==> config.mk <==
export PLATFORM = sky130hd
export DESIGN_NAME = addr_latch
export DESIGN_NICKNAME = d
export VERILOG_FILES = /design/src/rtl/addr_latch_pkg.sv /design/src/rtl/addr_latch_mode.sv /design/src/rtl/addr_latch_dec.sv /design/src/rtl/addr_latch_cell.sv /design/src/rtl/addr_latch.sv
export SDC_FILE = /design/constraint.sdc
export NUM_CORES = 1
export LEC_CHECK = 0
export BUFFER_PORTS_ARGS = -buffer_cell sky130_fd_sc_hd__buf_2
export CELL_PAD_IN_SITES_DETAIL_PLACEMENT = 0
export CELL_PAD_IN_SITES_GLOBAL_PLACEMENT = 1
export CORE_MARGIN = 4
export CORE_UTILIZATION = 34
export CTS_CLUSTER_DIAMETER = 150
export CTS_CLUSTER_SIZE = 12
export DETAILED_ROUTE_END_ITERATION = 10
export HOLD_SLACK_MARGIN = 0.03
export PLACE_DENSITY_LB_ADDON = 0.1
export SKIP_CTS_REPAIR_TIMING = 1
export SLEW_MARGIN = 20
export SYNTH_ARGS = -nofsm -noshare
export SYNTH_HDL_FRONTEND = slang
export SYNTH_SLANG_ARGS = --single-unit
==> constraint.sdc <==
create_clock -name clk_i -period 0.8 [get_ports clk_i]
set_input_delay 0.08 -clock clk_i [delete_from_list [all_inputs] [get_ports clk_i]]
set_output_delay 0.08 -clock clk_i [all_outputs]
set_load 0.02 [all_outputs]
==> src/rtl/addr_latch_pkg.sv <==
package addr_latch_pkg;
  typedef enum logic [1:0] {
    MODE_WRITE = 2'd0,
    MODE_HOLD  = 2'd1,
    MODE_STEER = 2'd2,
    MODE_CLEAR = 2'd3
  } mode_e;
endpackage

==> src/rtl/addr_latch_mode.sv <==
module addr_latch_mode
  import addr_latch_pkg::*;
(
  input  logic  upd_ni,
  input  logic  clr_ni,
  output mode_e mode_o
);
  always_comb begin
    unique case ({upd_ni, clr_ni})
      2'b01:   mode_o = MODE_WRITE;
      2'b11:   mode_o = MODE_HOLD;
      2'b00:   mode_o = MODE_STEER;
      default: mode_o = MODE_CLEAR;
    endcase
  end
endmodule

==> src/rtl/addr_latch_dec.sv <==
module addr_latch_dec #(
  parameter int unsigned NUM_BITS = 8,
  parameter int unsigned ADDR_W   = $clog2(NUM_BITS)
) (
  input  logic [ADDR_W-1:0]   addr_i,
  output logic [NUM_BITS-1:0] sel_o
);
  for (genvar i = 0; i < NUM_BITS; i++) begin : g_sel
    assign sel_o[i] = (addr_i == ADDR_W'(i));
  end
endmodule

==> src/rtl/addr_latch_cell.sv <==
module addr_latch_cell
  import addr_latch_pkg::*;
(
  input  logic  clk_i,
  input  logic  rst_ni,
  input  mode_e mode_i,
  input  logic  sel_i,
  input  logic  data_i,
  output logic  q_o
);
  logic q_d;

  always_comb begin
    unique case (mode_i)
      MODE_WRITE: q_d = sel_i ? data_i : q_o;
      MODE_HOLD:  q_d = q_o;
      MODE_STEER: q_d = sel_i & data_i;
      default:    q_d = 1'b0;
    endcase
  end

  always_ff @(posedge clk_i or negedge rst_ni) begin
    if (!rst_ni) q_o <= 1'b0;
    else         q_o <= q_d;
  end
endmodule

==> src/rtl/addr_latch.sv <==
module addr_latch
  import addr_latch_pkg::*;
#(
  parameter  int unsigned NUM_BITS = 8,
  localparam int unsigned ADDR_W   = $clog2(NUM_BITS)
) (
  input  logic                clk_i,
  input  logic                rst_ni,
  input  logic                data_i,
  input  logic [ADDR_W-1:0]   addr_i,
  input  logic                upd_ni,
  input  logic                clr_ni,
  output logic [NUM_BITS-1:0] q_o
);
  mode_e               mode;
  logic [NUM_BITS-1:0] sel;

  addr_latch_mode u_mode (
    .upd_ni (upd_ni),
    .clr_ni (clr_ni),
    .mode_o (mode)
  );

  addr_latch_dec #(.NUM_BITS(NUM_BITS), .ADDR_W(ADDR_W)) u_dec (
    .addr_i (addr_i),
    .sel_o  (sel)
  );

  for (genvar i = 0; i < NUM_BITS; i++) begin : g_cell
    addr_latch_cell u_cell (
      .clk_i  (clk_i),
      .rst_ni (rst_ni),
      .mode_i (mode),
      .sel_i  (sel[i]),
      .data_i (data_i),
      .q_o    (q_o[i])
    );
  end
endmodule

# Yosys cells after proc, flatten, opt, wreduce, memory -nomap -nowiden
# Cells that the tools add are included.
# Widths: inputs -> output; s select.
[op_classes]
muxes = 17
reduce_logical = 11
n_eq_ne = 19
bitwise_logic = 9
[op_table]
columns = ["op", "count"]
rows = [
  ["$pmux 1 s3", 8],
  ["$ne 2x1->1 const B", 8],
  ["$reduce_and 2->1", 8],
  ["$eq 3x3->1 const B", 4],
  ["$and 1x1->1", 8],
  ["$mux 1", 8],
  ["$eq 3x2->1 const B", 2],
  ["$pmux 2 s3", 1],
  ["$eq 2x1->1 const B", 2],
  ["$eq 2x2->1 const B", 2],
  ["$logic_not 2->1", 2],
  ["$eq 3x1->1 const B", 1],
  ["$logic_not 3->1", 1],
  ["$not 1->1", 1],
]
[word_totals]
wordCells = 64
regBits = 8

# Logic depth before layout (Yosys ltp)
[logic_depth]
depth_word = 5
depth_mapped = 3

# Hierarchy
# A second synthesis with hierarchy kept.
[unflattened]
cells_unflattened = 42
area_unflattened_um2 = 493.0
[modules_own_cells]
columns = ["module", "instances", "area_each_um2", "cells_per_inst"]
rows = [
  ["addr_latch_cell", 8, 52.6, 4],
  ["addr_latch_dec", 1, 65.1, 8],
  ["addr_latch_mode", 1, 7.5, 2],
]

# Worst setup path before layout
# Ideal clock, no wire load.
[synth_path]
path_kind = "input to register"
start = "input addr_i[1]"
end = "register g_cell[1].u_cell.q_o"
stages = 2
arrival_ps = 619
path_buffers = 0
slack_ps = 101
t_required_ps = 721
cell_sequence = "nor4b_1 mux2i_1"
[synth_between]
elab_chain_cells = 3
word_cells_on_any_way = 5
classes_between = "2 x eq/ne; 1 x mux; 1 x bitwise; 1 x reduce/logical"
[synth_rtl]
columns = ["item", "line", "text"]
rows = [
  ["from (decl)", "addr_latch.sv:10", "input logic [ADDR_W-1:0] addr_i,"],
  ["$eq 3x1->1 *", "addr_latch_dec.sv:9", "assign sel_o[i] = (addr_i == ADDR_W'(i));"],
  ["$and 1x1->1 / $ne 2x1->1 (equally long branches)", "-", ""],
  ["$pmux 1 s3 / $reduce_and 2->1 (equally long branches)", "-", ""],
  ["to (signal assigned)", "addr_latch_cell.sv:24", "else q_o <= q_d;"],
  ["to (decl)", "addr_latch_cell.sv:9", "output logic q_o"],
]
# Every way passes the cells marked *; elsewhere a longest branch is shown, timed or not.
# A chain may end at the register's enable or synchronous reset.

# Worst setup path after layout
[layout_path]
start = "register g_cell[4].u_cell.q_o"
end = "output q_o[4]"
[layout_lines]
columns = ["item", "line", "text"]
rows = [
  ["from (decl)", "addr_latch_cell.sv:9", ""],
  ["from (signal assigned)", "addr_latch_cell.sv:24", ""],
  ["to (decl)", "addr_latch.sv:13", "output logic [NUM_BITS-1:0] q_o"],
]
# No word-level cell between the ends.

==> results.sh <==
export IMPL_layout_drive_gt1_share=0.429
export IMPL_power_density_nw_per_um2=1470
export IMPL_tns_ps=-405
export IMPL_vdd_drop_max_mv=0.874
export IMPL_n_fill_cell=115
export IMPL_arrival_ps=780
export IMPL_finalSetupViolCount=8
export IMPL_worstPathRequired_ps=720
export IMPL_place_gp_congestion=0.693
export IMPL_die_w_microns=44.7
export IMPL_critical_path_buf_inv_count=1
export IMPL_htree_num_levels=1
export IMPL_p_leak_uw=0.000284
export IMPL_diodes=0
export IMPL_synth_top_area_frac=0.438
export IMPL_min_period_over_period=1.07
export IMPL_post_dp_cell_area_sq_um=493
export IMPL_port_buffers=15
export IMPL_cp_start_kind="flip-flop"
export IMPL_drc=0
export IMPL_fp_row_count=12
export IMPL_worstHoldPathType="input port to flip-flop"
export IMPL_final_cells=70
export IMPL_fin_crit_ps=858
export IMPL_clk_path_buf_depth=2
export IMPL_grt_pass1_wl_microns=1390
export IMPL_min_from="clr_ni"
export IMPL_dp_hpwl_microns=666
export IMPL_netlist_area_sq_um=457
export IMPL_violations="negative setup slack"
export IMPL_drt_iter0_drc=2
export IMPL_setup_ws_ps=-57.9
export IMPL_cts_root_buffer="clkbuf_4"
export IMPL_clk_latency_ps=250
export IMPL_yosysUniqueCellTypes=11
export IMPL_crit_chain="buf_6"
export IMPL_reg_largest_list="g_cell.u_cell.q_o: 8 flops"
export IMPL_rsz0062_at_grt="true"
export IMPL_area_delta_synth_final_pct=31.0
export IMPL_io_pins=16
export IMPL_cts_buffers_inserted=3
export IMPL_wl_microns=933
export IMPL_cp_slowest_stage_delay_ps=390
export IMPL_synth_area_leaders="dfrtp_1 44%, mux2i_1 18%, buf_4 13%"
export IMPL_largest_register="g_cell.u_cell.q_o"
export IMPL_core_sq_um=1190
export IMPL_drtAntennaViolNets=0
export IMPL_hold_viol=0
export IMPL_dieArea_sq_um=1990
export IMPL_worstReg2RegStart="g_cell[4].u_cell.q_o"
export IMPL_grt_pass1_vias=320
export IMPL_slew_violations=0
export IMPL_antenna_found_initial=0
export IMPL_cts_sinks=8
export IMPL_grt_max_degree=9
export IMPL_start_util=0.385
export IMPL_overflow=0
export IMPL_cp_end_kind="primary output"
export IMPL_largest_reg_flops=8
export IMPL_syn_avg_cell_area_sq_um=10.9
export IMPL_path_max_fanout=2
export IMPL_clk_pin_slew_ps=50
export IMPL_postLayoutCellArea_sq_um=598
export IMPL_dp_cells=63
export IMPL_pre_cts_slack_ps=-130
export IMPL_netlist_top_cell_by_area="dfrtp_1"
export IMPL_worst_pin_slew_ps=338
export IMPL_path_delay_family="flip-flops"
export IMPL_num_vias=342
export IMPL_first_pass_iters=2
export IMPL_syn_inst=42
export IMPL_avgRoutedWirePerCell_microns=13.3
export IMPL_fin_nets=66
export IMPL_die_h_microns=44.7
export IMPL_cp_slowest_cell="dfrtp_1"
export IMPL_skew_ps=0
export IMPL_slew_headroom=0.771
export IMPL_finalPower_uw=877
export IMPL_synth_net_count=50
export IMPL_yosysSeqAreaShare=0.438
export IMPL_max_freq_ghz=1.17
export IMPL_cp_startpoint="g_cell[4].u_cell.q_o"
export IMPL_status="finished with violations"
export IMPL_yosys_warnings=0
export IMPL_maxCapViolCount=0
export IMPL_synth_seq_cells=8
export IMPL_via_per_inst=4.89
export IMPL_worstSetupPathType="flip-flop to primary output"
export IMPL_grt_use_total=0.0998
export IMPL_cts_tree="built"
[cell type report]
cell class              instances  area, sq um  area share
inverters                       1         3.75     0.00628
clock buffers                   3         22.5      0.0377
multi-input cells              24          189       0.316
flip-flops and latches          8          200       0.335
repair buffers                 20          165       0.276
well taps                      14         17.5      0.0293
[cell families after synthesis]
| kind of cell | count (synthesis) | synth area share |
|---|---|---|
| and+or+nand+nor | 16 | 0.238 |
| muxes | 8 | 0.175 |
| DFF | 8 | 0.438 |
| buffers and inverters | 10 | 0.148 |
[path summary, 6_finish.rpt]
check                           slack, ps  depth (start not counted)                    to
min in group asynchronous             210                          2  g_cell[0].u_cell.q_o
worst max-delay path                  -60                          1                q_o[4]
max in group asynchronous             410                          2  g_cell[2].u_cell.q_o
worst min-delay path                  150                          3  g_cell[4].u_cell.q_o
worst max register to register         40                          3  g_cell[4].u_cell.q_o
worst min register to register        560                          2  g_cell[2].u_cell.q_o
[per-stage QoR]
| stage | hold slack, ps | util |
|---|---|---|
| final | 147 | 0.504 |
| after global routing | 155 | 0.504 |
| after CTS | -333 | 0.435 |
| after detailed placement | -63.0 | 0.416 |
| after global placement | -70.7 | 0.416 |
| after floorplan | -216 | - |
[cells in the mapped netlist]
master and instances:
buf_4 8, dfrtp_1 8, mux2i_1 8, nand2_1 8, nor4b_1 3, and4bb_2 2, and4bb_1 1, clkbuf_1 1
inv_1 1, nand4b_1 1, nor4_1 1
[power breakdown]
part,leakage [uW],internal (uW),switching (uW)
Sequential,0.000110,420,10.1
Combinational,0.000160,73.9,76.2
Clock,0.0000138,171,127
[worst register-to-register path, cell delays in order (launching register included)]
cell     delay, ps
dfrtp_1        390
buf_4          140
nand2_1         50
mux2i_1         50
[metal layers]
layer,global-route usage,part of all wire
met3,0.0366,0.090
met2,0.126,0.43
met4,0.0904,0.027
met1,0.128,0.45
met5,0,0
[layout by cell type, fill, tap and decap left out, types with 2 or more instances in the layout]
cell,Yosys,routed
nor4b_1,3,3
dfrtp_1,8,8
mux2i_1,8,8
and4bb_2,2,2
clkbuf_4,0,3
nand2_1,8,8
buf_4,8,4
buf_2,0,7
buf_6,0,8
Power figures use the tool's default switching activity.
